[config.mk]
export PLATFORM = sky130hd
export DESIGN_NAME = nest_irq_ctrl
export DESIGN_NICKNAME = d
export VERILOG_FILES = /design/src/rtl/nic_pkg.sv /design/src/rtl/nic_edge_latch.sv /design/src/rtl/nic_resolver.sv /design/src/rtl/nic_service_reg.sv /design/src/rtl/nest_irq_ctrl.sv
export SDC_FILE = /design/constraint.sdc
export NUM_CORES = 1
export LEC_CHECK = 0
export ABC_AREA = 1
export BUFFER_PORTS_ARGS = -buffer_cell sky130_fd_sc_hd__buf_2
export CORE_MARGIN = 8
export CORE_UTILIZATION = 29
export CTS_CLUSTER_DIAMETER = 100
export DETAILED_ROUTE_END_ITERATION = 8
export PLACE_DENSITY_LB_ADDON = 0.08
export SYNTH_ARGS = -nofsm -noshare
export SYNTH_HDL_FRONTEND = slang
export SYNTH_SLANG_ARGS = --single-unit
[constraint.sdc]
create_clock -name clk -period 5.65 [get_ports clk]
set_clock_uncertainty 0.15 [all_clocks]
set_input_delay 1.13 -clock clk [delete_from_list [all_inputs] [get_ports clk]]
set_output_delay 1.13 -clock clk [all_outputs]
set_load 0.05 [all_outputs]
[src/rtl/nic_pkg.sv]
package nic_pkg;

    localparam int LINES = 8;
    localparam int IDX_W = $clog2(LINES);
    localparam int VEC_W = 8;
    localparam int ADDR_W = 2;

    typedef enum logic [ADDR_W-1:0] {
        SEL_MASK    = 2'd0,
        SEL_BASE    = 2'd1,
        SEL_REQ_EOI = 2'd2,
        SEL_SERVICE = 2'd3
    } reg_sel_e;

    typedef struct packed {
        logic             valid;
        logic [IDX_W-1:0] idx;
    } prio_t;

    // Lowest-numbered set bit wins (line 0 is top priority).
    function automatic prio_t pick_highest(input logic [LINES-1:0] v);
        prio_t r;
        r = '0;
        for (int i = LINES - 1; i >= 0; i--) begin
            if (v[i]) begin
                r.valid = 1'b1;
                r.idx   = IDX_W'(i);
            end
        end
        return r;
    endfunction

    function automatic logic [LINES-1:0] idx_to_onehot(input prio_t p);
        logic [LINES-1:0] oh;
        oh = '0;
        if (p.valid) oh[p.idx] = 1'b1;
        return oh;
    endfunction

endpackage

[src/rtl/nic_edge_latch.sv]
module nic_edge_latch
    import nic_pkg::*;
(
    input  logic             clk,
    input  logic             rst,
    input  logic [LINES-1:0] lines,
    input  logic [LINES-1:0] mask,
    input  logic [LINES-1:0] clr,
    output logic [LINES-1:0] pend
);

    logic [LINES-1:0] lines_q;
    logic [LINES-1:0] rise;

    assign rise = lines & ~lines_q & ~mask;

    always_ff @(posedge clk) begin
        if (rst) begin
            lines_q <= '1;
            pend    <= '0;
        end else begin
            lines_q <= lines;
            pend    <= (pend & ~clr) | rise;
        end
    end

    for (genvar g = 0; g < LINES; g++) begin : g_chk
        p_masked_no_record_r3: assert property (@(posedge clk) disable iff (rst)
            (mask[g] && !pend[g]) |=> !pend[g]);
        p_edge_sets_r2: assert property (@(posedge clk) disable iff (rst)
            (lines[g] && !lines_q[g] && !mask[g]) |=> pend[g]);
    end

endmodule

[src/rtl/nic_resolver.sv]
module nic_resolver
    import nic_pkg::*;
(
    input  logic [LINES-1:0] pend,
    input  logic [LINES-1:0] isr,
    output prio_t            winner,
    output logic             req
);

    prio_t top_isr;

    always_comb begin
        winner  = pick_highest(pend);
        top_isr = pick_highest(isr);
        req     = winner.valid && (!top_isr.valid || (winner.idx < top_isr.idx));
    end

    always_comb begin
        if (req) a_req_has_pending_r4: assert (pend != '0);
    end

endmodule

[src/rtl/nic_service_reg.sv]
module nic_service_reg
    import nic_pkg::*;
(
    input  logic             clk,
    input  logic             rst,
    input  logic [LINES-1:0] set,
    input  logic             eoi,
    output logic [LINES-1:0] isr
);

    logic [LINES-1:0] eoi_clr;

    always_comb begin
        eoi_clr = eoi ? idx_to_onehot(pick_highest(isr)) : '0;
    end

    always_ff @(posedge clk) begin
        if (rst) isr <= '0;
        else     isr <= (isr & ~eoi_clr) | set;
    end

    p_eoi_single_r8: assert property (@(posedge clk) disable iff (rst)
        (eoi && set == '0 && isr != '0) |=> ($countones(isr) + 1 == $countones($past(isr))));
    p_isr_hold_r12: assert property (@(posedge clk) disable iff (rst)
        (!eoi && set == '0) |=> $stable(isr));

endmodule

[src/rtl/nest_irq_ctrl.sv]
module nest_irq_ctrl
    import nic_pkg::*;
#(
    parameter logic [VEC_W-1:0] RESET_BASE = '0
) (
    input  logic                    clk,
    input  logic                    rst,
    input  logic [LINES-1:0]        irq_in,
    output logic                    int_out,
    input  logic                    int_ack,
    output logic                    vec_valid,
    output logic [VEC_W-1:0]        vec_out,
    input  logic                    reg_wr,
    input  logic [ADDR_W-1:0]       reg_addr,
    input  logic [VEC_W-1:0]        reg_wdata,
    output logic [VEC_W-1:0]        reg_rdata
);

    localparam int BASE_LSB = IDX_W;
    localparam logic [VEC_W-1:0] BASE_KEEP = {{(VEC_W-IDX_W){1'b1}}, {IDX_W{1'b0}}};

    logic [LINES-1:0] mask_q;
    logic [VEC_W-1:0] base_q;
    logic [LINES-1:0] pend;
    logic [LINES-1:0] isr;
    logic [LINES-1:0] grant_oh;
    prio_t            winner;
    logic             req;
    logic             grant;
    logic             eoi;
    reg_sel_e         sel;

    assign sel      = reg_sel_e'(reg_addr);
    assign grant    = int_ack && req;
    assign grant_oh = grant ? idx_to_onehot(winner) : '0;
    assign eoi      = reg_wr && (sel == SEL_REQ_EOI);
    assign int_out  = req;

    nic_edge_latch u_latch (
        .clk   (clk),
        .rst   (rst),
        .lines (irq_in),
        .mask  (mask_q),
        .clr   (grant_oh),
        .pend  (pend)
    );

    nic_resolver u_res (
        .pend   (pend),
        .isr    (isr),
        .winner (winner),
        .req    (req)
    );

    nic_service_reg u_svc (
        .clk (clk),
        .rst (rst),
        .set (grant_oh),
        .eoi (eoi),
        .isr (isr)
    );

    always_ff @(posedge clk) begin
        if (rst) begin
            mask_q <= '1;
            base_q <= RESET_BASE & BASE_KEEP;
        end else if (reg_wr) begin
            if (sel == SEL_MASK) mask_q <= reg_wdata[LINES-1:0];
            if (sel == SEL_BASE) base_q <= reg_wdata & BASE_KEEP;
        end
    end

    always_ff @(posedge clk) begin
        if (rst) begin
            vec_valid <= 1'b0;
            vec_out   <= '0;
        end else begin
            vec_valid <= int_ack;
            if (int_ack) begin
                vec_out <= {base_q[VEC_W-1:BASE_LSB], grant ? winner.idx : IDX_W'(LINES - 1)};
            end
        end
    end

    always_comb begin
        unique case (sel)
            SEL_MASK:    reg_rdata = VEC_W'(mask_q);
            SEL_BASE:    reg_rdata = base_q;
            SEL_REQ_EOI: reg_rdata = VEC_W'(pend);
            SEL_SERVICE: reg_rdata = VEC_W'(isr);
            default:     reg_rdata = '0;
        endcase
    end

    p_int_until_ack_r4: assert property (@(posedge clk) disable iff (rst)
        (int_out && !int_ack) |=> int_out);
    p_ack_gives_vec_r5: assert property (@(posedge clk) disable iff (rst)
        int_ack |=> vec_valid);
    p_no_vec_unasked_r5: assert property (@(posedge clk) disable iff (rst)
        !int_ack |=> !vec_valid);
    p_grant_sets_isr_r5: assert property (@(posedge clk) disable iff (rst)
        (int_ack && int_out) |=> (isr != '0));
    p_spurious_line7_r10: assert property (@(posedge clk) disable iff (rst)
        (int_ack && !int_out) |=> (vec_out[IDX_W-1:0] == IDX_W'(LINES - 1)));

endmodule

### Yosys cells after proc, flatten, opt, wreduce, memory -nomap -nowiden

Cells that the tools add are included.

| storage, ports and cells | value |
|---|---|
| register bits after elaboration | 46 |
| bits in latches | 0 |
| memory bits (writable) | 0 |
| ROM bits | 0 |
| bits of input ports | 22 |
| output and inout port bits | 18 |
| word-level logic and storage cells | 61 |
| memories kept | 0 |

| cells by class | value |
|---|---|
| add/subtract/negate cells | 0 |
| $mul | 0 |
| div/mod/pow operators | 0 |
| order comparisons | 5 |
| equal/unequal tests | 3 |
| shift-type cells | 0 |
| muxes and demuxes | 26 |
| bitwise operators | 10 |
| reductions and logical operators | 10 |

Operators with widths:

| operator | number |
|---|---|
| $mux W4 | 16 |
| $and A8 B8 Y8 | 4 |
| $mux W8 | 4 |
| $not A8 Y8 | 4 |
| $pmux W8 S4 | 1 |
| $or A8 B8 Y8 | 2 |
| $lt A3 B4 Y1 const B | 2 |
| $demux W1 S3 | 2 |
| $ge A3 B1 Y1 const B | 2 |
| $logic_and A1 B1 Y1 | 5 |
| $eq A2 B2 Y1 const B | 2 |
| $reduce_and A2 Y1 | 2 |
| $lt A3 B3 Y1 | 1 |
| $mux W3 | 1 |
| $eq A2 B1 Y1 const B | 1 |
| $logic_not A2 Y1 | 1 |
| $mux W1 | 2 |
| $logic_not A1 Y1 | 1 |
| $logic_or A1 B1 Y1 | 1 |

### Longest topological paths before layout

Gate-level depths: netlist of run 1.

| logic depth | value |
|---|---|
| word-level depth | 17 |
| depth in mapped cells | 16 |
| gate-level depth less buffers | 16 |

### Hierarchy

Synthesis of run 1 repeated with hierarchy kept, for this count alone.

| second synthesis, totals | value |
|---|---|
| cell total of the unflattened synthesis | 350 |
| area total of the unflattened synthesis | 2323.5 um^2 |

By module, submodules not included:

| module | instances | cells each | area each (um^2) | sequential area each (um^2) |
|---|---|---|---|---|
| nest_irq_ctrl | 1 | 163 | 1089.8 | 440.4 |
| nic_edge_latch | 1 | 73 | 581.8 | 320.3 |
| nic_service_reg | 1 | 58 | 394.1 | 160.2 |
| nic_resolver | 1 | 56 | 257.7 | 0.0 |

### Worst setup path before layout of run 1

OpenSTA, ideal clock, no wires.

| timing | value |
|---|---|
| path kind | in2out |
| from | input port reg_addr[1] |
| to | output port reg_rdata[3] |
| arrival time | 2.596 ns |
| required time | 4.370 ns |
| setup slack | 1.774 ns |
| cell stages on the path | 3 |
| buffers on the path | 0 |
| cell sequence | nor2_1 > inv_1 > o21ai_0 |

| on the way | value |
|---|---|
| cells in the longest elaborated chain, start to end | 2 |
| elaborated cells on any way between the ends | 5 |
| classes of those cells | 3 x eq/ne; 1 x mux; 1 x reduce/logical |

Ends and longest elaborated chain:

| element | RTL line | source |
|---|---|---|
| start, declared | nest_irq_ctrl.sv:14 | `input logic [ADDR_W-1:0] reg_addr,` |
| $eq A2 B2 Y1 (tied with other cells) | nest_irq_ctrl.sv:86 | `unique case (sel)` |
| $pmux W8 S4 * | nest_irq_ctrl.sv:86 |  |
| end, declared | nest_irq_ctrl.sv:16 | `output logic [VEC_W-1:0] reg_rdata` |

Every way passes the cells marked *; elsewhere a longest branch is shown, timed or not.

### Final worst setup path of run 1

| timing | value |
|---|---|
| from | register u_latch.pend[0] |
| to | output port int_out |

| on the way | value |
|---|---|
| cells in the longest elaborated chain, start to end | 4 |

Ends and longest elaborated chain:

| element | RTL line | source |
|---|---|---|
| start, declared | nic_edge_latch.sv:9 | `output logic [LINES-1:0] pend` |
| start signal, assigned | nic_edge_latch.sv:23 | `pend <= (pend & ~clr) \| rise;` |
| $mux W4 * | nic_pkg.sv:25 | `if (v[i]) begin` |
| $lt A3 B3 Y1 | nic_resolver.sv:15 | `req = winner.valid && (!top_isr.valid \|\| (winner.idx < top_isr.idx));` |
| $logic_or A1 B1 Y1 | nic_resolver.sv:15 |  |
| $logic_and A1 B1 Y1 * | nic_resolver.sv:15 |  |
| end, declared | nest_irq_ctrl.sv:9 | `output logic int_out,` |

Marked as above.

==> qor.txt, run 1 <==
CTS Hold Bufs: 0
Non-filler instance count after layout: 435
Outcome: completed
CP peak stage delay: 410 ps
Switching power: 0.199 mW
Initial core utilization: 29.9%
Final wirelength: 6.21 mm
Worst slew margin: 49.2%
Vias per Instance: 4.60
Die area: 10500 um2
Crit Path Class: reg -> out
Final HPWL DP: 4.83 mm
Post-route ant nets: 0
Arr. time, crit path: 2490 ps
Setup crit start kind: flip-flop
Die Ht: 102 um
Post-CTS Resized: 0
CP Capture Type: output port
Mapped Area: 2170 um2
Longest Clk Path Bufs: 2
Final setup vio count: 0
Reg2Reg Launch Point: u_latch.pend[0]$_SDFF_PP0_
DRC: 0
Final Cycle Share: 66.7%
Final hold slack: 348 ps
FF-to-FF End: u_latch.pend[0]$_SDFF_PP0_
Cell Rows: 31
IO Pins: 40
Largest net degree at the start of global routing: 33
Sequential power share: 49.3%
Mapped Cells: 296
Worst-Margin Slew: 760 ps
Grt total ovfl: 0
Syn avg cell area: 7.33 um2
DRT Pass-1 Iters: 4
CTS tree: done
Clock-pin transition on the worst setup and hold timing paths: 90 ps
Final core occ: 35.5%
Hold Path Class: reg -> reg
Clk sink count: 46
Post-CTS setup buffers: 0
Post-layout min period: 3770 ps
Synth Net Count: 320
Clock Tree Root: clkbuf_8
Worst Slack Setup Final: 1880 ps
IO Port Bufs: 39
Top cell type's share of synthesized area: 42.4%
CP top delay family: simple AND/OR/NAND/NOR gates
Vias in the first global route: 2124
Number of H-tree levels: 2
Placed cell areas: 2460 um2
Dpl cells: 427
Fin. max-slew vios: 0
Initial antenna violation count: 0
Max-cap violations: 0
RSZ-0062 raised after global routing: false
Combinational Power Share: 15.0%
Starting DRC count in detailed routing: 70
Area of all placed cells without fillers: 2570 um2
Setup TNS: 0 ps
Hold Path Origin: u_latch.pend[4]$_SDFF_PP0_
P_leak: 1.14 nW
Critical Path RT: 4370 ps
Fmax: 0.265 GHz
Seq/Total Area, Yosys: 42.4%
FF+latch count, synth: 46
Ant. Diodes: 0
Register area: 921 um2
Crit-path max FO: 9
Area of the multi-input gates: 1080 um2
R2R setup slack: 3230 ps
Area leader, netlist: dfxtp_1
Fillers: 812
CP bufs+invs: 4
Total clock buffers created by CTS: 5
First-pass GRT wire length: 10.4 mm
R2R depth: 11
Total chip power: 0.697 mW
End of the worst hold path: u_latch.pend[4]$_SDFF_PP0_
Synth warn: 0
Netlist cell types: 31
Die width: 102 um
Net count reported at finish: 359
Placement Setup Slack: 2000 ps
Wire per inst: 14.3 um
Clk pwr share: 35.7%
All-Layer GR Usage: 12.8%
Endpoints failing hold: 0
P_int: 0.497 mW
Layout cells sized above 1: 23.8%
Area growth, synth to finish: 18.6%
Slowest cell on the critical path: nor4_4
Worst-Skew Late Latency: 300 ps
Core area: 7250 um2
Pwr dens: 271 nW/um2
Sw Share: 28.6%
Worst vdd ir: 0.110 mV
Crit path cell chain: nor4_4 > inv_2 > or2_4 > inv_1 > ha_1 > a21oi_1 > nand2_2 > nand2_4 > nand2_2 > inv_2 > buf_2
Top cells by area, synth: dfxtp_1 42%, nand2_1 11%, nor2_1 6.1%
Routed vias: 2000
Hold-critical path depth: 2
GP Congestion: 0.770
## sequential cells by signal, indices dropped and copies added, names as in the netlist
signal	flops
mask_q	8
u_latch.pend	8
u_svc.isr	8
u_latch.lines_q	8
base_q	5
vec_valid	1
vec_out	8
## power groups by stage
| stage | clock (mW) | combinational, mW | sequential, mW |
|---|---|---|---|
| 2_1_floorplan | 0 | 0.0605 | 0.364 |
| 3_5_place_dp | 0 | 0.106 | 0.351 |
| 3_3_place_gp | 0 | 0.106 | 0.351 |
| 5_1_grt | 0.270 | 0.115 | 0.345 |
| 4_1_cts | 0.255 | 0.106 | 0.344 |
| 6_report | 0.249 | 0.105 | 0.343 |
## how the worst max path moves through the flow
stage / start / to / slack, ps / depth (start not counted)
after floorplan: reg_addr[1] / reg_rdata[3] / 1770 / 3
after global placement: reg_addr[1] / reg_rdata[3] / 2050 / 5
after detailed placement: reg_addr[1] / reg_rdata[3] / 2000 / 5
after CTS: u_latch.pend[0]$_SDFF_PP0_ / int_out / 1840 / 11
after global routing: u_latch.pend[2]$_SDFF_PP0_ / int_out / 1720 / 11
final: u_latch.pend[0]$_SDFF_PP0_ / int_out / 1880 / 11
## synthesized netlist by cell type (all sizes together)
cell type   n
nand2      71
dfxtp      46
inv        38
nor2       35
a21oi      26
o21ai      18
nand3      13
nand4       8
or2         8
clkbuf      7
nor3        5
or3b        5
o211ai      3
ha          2
nand3b      2
nor4        2
o2111ai     2
o221ai      2
o22ai       2
o31ai       1
## logic make-up after synthesis
kind of cell / count (synthesis) / synth area share, %
adders and majority gates: 2 / 1.15
buffers and inverters: 45 / 7.79
and+or+nand+nor: 149 / 33.7
DFF: 46 / 42.4
AOI/OAI and AO/OA: 54 / 14.9
## tightest hold or removal path, delay by kind of cell, from the launching register on
kind | cells | cell delay, ps
DFF | 1 | 340
and+or+nand+nor | 1 | 70
AOI/OAI and AO/OA | 1 | 50
## cell type report
| cell class | instances | area share (%) |
|---|---|---|
| Tap cell | 99 | 4.82 |
| Clock buffer | 6 | 2.82 |
| Sequential cell | 46 | 35.8 |
| Multi-Input combinational cell | 205 | 42.0 |
| Inverter | 38 | 5.54 |
| Timing Repair Buffer | 39 | 7.59 |
| Clock inverter | 2 | 1.46 |
## cells in the final DEF (no fill, tap or decap), types with 3 or more instances in the layout
master    instances
nand4_1           7
nor2_1           35
or3b_2            5
nand3_1          12
a21oi_2           4
a21oi_1          21
nand2_4           3
buf_2            39
inv_1            34
o21ai_1           3
inv_2             4
nand2_2           4
or2_2             7
o21ai_0          15
clkbuf_8          5
nand2_1          64
o211ai_1          3
nor3_1            3
dfxtp_1          46
## routing by layer
layer	global-route usage [%]	share of wire, %	vias up
li1	-	-	1049
met1	15.6	47	907
met2	21.5	47	36
met3	2.84	3.6	8
met4	4.63	1.8	0
met5	0	0	-
No activity file was read; power rests on OpenSTA's default activity.
==> inputs of run 2 (changes only) <==
Clock period 5.65 ns to 3.5 ns, I/O delays scaled along.
==> qor.txt, run 2 (synthesis gave the netlist of run 1 again) <==
Number of H-tree levels: 2 (unchanged)
Setup crit start kind: flip-flop (unchanged)
Hold Path Class: reg -> reg (unchanged)
Most frequent cells in the layout: 64 x nand2_1, 46 x dfxtp_1, 39 x buf_2 (unchanged)
Endpoints failing hold: 0 (unchanged)
Die area: 10500 um2 (unchanged)
Clk sink count: 46 (unchanged)
Post-CTS Resized: 0 (unchanged)
Clock-pin transition on the worst setup and hold timing paths: 90 ps (about the same)
Routed vias: 1990 (was 2000)
Longest Clk Path Bufs: 2 (unchanged)
Cell Rows: 31 (unchanged)
R2R setup slack: 1100 ps (was 3230 ps)
Fillers: 823 (was 812)
Area growth, synth to finish: 18.2% (was 18.6%)
Final wirelength: 6.15 mm (was 6.21 mm)
First-pass GRT wire length: 9.92 mm (was 10.4 mm)
CP peak stage delay: 420 ps (was 410 ps)
DRC: 0 (unchanged)
Final hold slack: 335 ps (was 348 ps)
Final HPWL DP: 4.81 mm (was 4.83 mm)
Net count reported at finish: 360 (was 359)
Worst-Skew Late Latency: 300 ps (about the same)
Register area: 921 um2 (unchanged)
All-Layer GR Usage: 12.3% (was 12.8%)
Outcome: completed (unchanged)
Layout cells sized above 1: 24.3% (was 23.8%)
RSZ-0062 raised after global routing: false (unchanged)
CTS tree: done (unchanged)
Fmax: 0.304 GHz
Clock Tree Root: clkbuf_8 (unchanged)
IO Pins: 40 (unchanged)
Arr. time, crit path: 2440 ps (was 2490 ps)
Core area: 7250 um2 (unchanged)
Final Cycle Share: 93.9%
DRT Pass-1 Iters: 4 (unchanged)
Pwr dens: 421 nW/um2 (was 271 nW/um2)
Worst slew margin: 56.5% (was 49.2%)
Setup TNS: 0 ps (unchanged)
IO Port Bufs: 39 (unchanged)
GP Congestion: 0.780 (was 0.770)
Initial core utilization: 29.9% (unchanged)
CP top delay family: simple AND/OR/NAND/NOR gates (unchanged)
Ant. Diodes: 0 (unchanged)
Wire per inst: 14.1 um (was 14.3 um)
Die width: 102 um (unchanged)
Vias per Instance: 4.56 (was 4.60)
Total clock buffers created by CTS: 5 (unchanged)
Commonest non-fill, non-tap cell in the layout: nand2_1 (unchanged)
Grt total ovfl: 0 (unchanged)
Post-layout min period: 3290 ps
Worst vdd ir: 0.238 mV (was 0.110 mV)
P_leak: 1.14 nW (about the same)
Post-CTS setup buffers: 0 (unchanged)
Starting DRC count in detailed routing: 99 (was 70)
Crit Path Class: reg -> out (unchanged)
Post-route ant nets: 0 (unchanged)
Slowest cell on the critical path: nor4_4 (unchanged)
Vias in the first global route: 1983 (was 2124)
Crit path cell chain: nor4_4 > inv_2 > or2_4 > inv_1 > ha_1 > a21oi_1 > nand2_2 > nand2_4 > nand2_2 > inv_2 > buf_2 (unchanged)
CP bufs+invs: 4 (unchanged)
Area of the multi-input gates: 1080 um2 (unchanged)
CP Capture Type: output port (unchanged)
Max-cap violations: 0 (unchanged)
Die Ht: 102 um (unchanged)
Worst-Margin Slew: 651 ps (was 760 ps)
Crit-path max FO: 9 (unchanged)
CTS Hold Bufs: 0 (unchanged)
Final core occ: 35.4% (was 35.5%)
Largest net degree at the start of global routing: 33 (unchanged)
Initial antenna violation count: 0 (unchanged)
Final setup vio count: 0 (unchanged)
Fin. max-slew vios: 0 (unchanged)
Critical Path RT: 2650 ps (was 4370 ps)
run 2: per-stage QoR:
step | cells | power [mW] | setup slack [ps] | instance area, um2
after floorplan | 296 | 0.686 | 484 | 2170
after detailed placement | 428 | 0.738 | 536 | 2470
final | 436 | 1.08 | 212 | 2560
after global placement | 428 | 0.737 | 565 | 2470
after global routing | 436 | 1.13 | 48.2 | 2560
after CTS | 436 | 1.09 | 178 | 2560
run 2: power breakdown:
part           internal, mW  switching (mW)
Clock                 0.159           0.196
Combinational        0.0469           0.123
Sequential            0.543          0.0109
run 2: final cells by class:
| class | instances | area share (%) |
|---|---|---|
| flip-flops and latches | 46 | 35.9 |
| repair buffers | 40 | 7.90 |
| clock buffers | 6 | 3.22 |
| inverters | 38 | 5.56 |
| well taps | 99 | 4.83 |
| multi-input cells | 205 | 42.1 |
| clock inverters | 2 | 0.488 |
run 2: worst reg2reg max path, stage by stage, from the launching register on:
cell,delay [ps]
dfxtp_1,380
nor4_4,420
inv_2,40
or2_4,240
inv_1,70
ha_1,230
a21oi_1,180
nand2_2,90
nand2_4,110
nand3_2,120
a21oi_1,180
nor2_1,50
run 2: worst paths after layout:
kind	startpoint	endpoint	depth (start not counted)
worst max register to register	u_latch.pend[0]$_SDFF_PP0_	u_latch.pend[0]$_SDFF_PP0_	11
worst min-delay path	mask_q[2]$_SDFFE_PP1P_	mask_q[2]$_SDFFE_PP1P_	2
worst min register to register	mask_q[2]$_SDFFE_PP1P_	mask_q[2]$_SDFFE_PP1P_	2
worst max-delay path	u_latch.pend[0]$_SDFF_PP0_	int_out	11
run 2: metal layers:
metal,vias up,track usage [%],wire [um]
met5,-,0,0
met4,0,3.39,47
met3,4,3.31,210
met2,30,21.0,2930
met1,911,14.9,2960
li1,1045,-,-
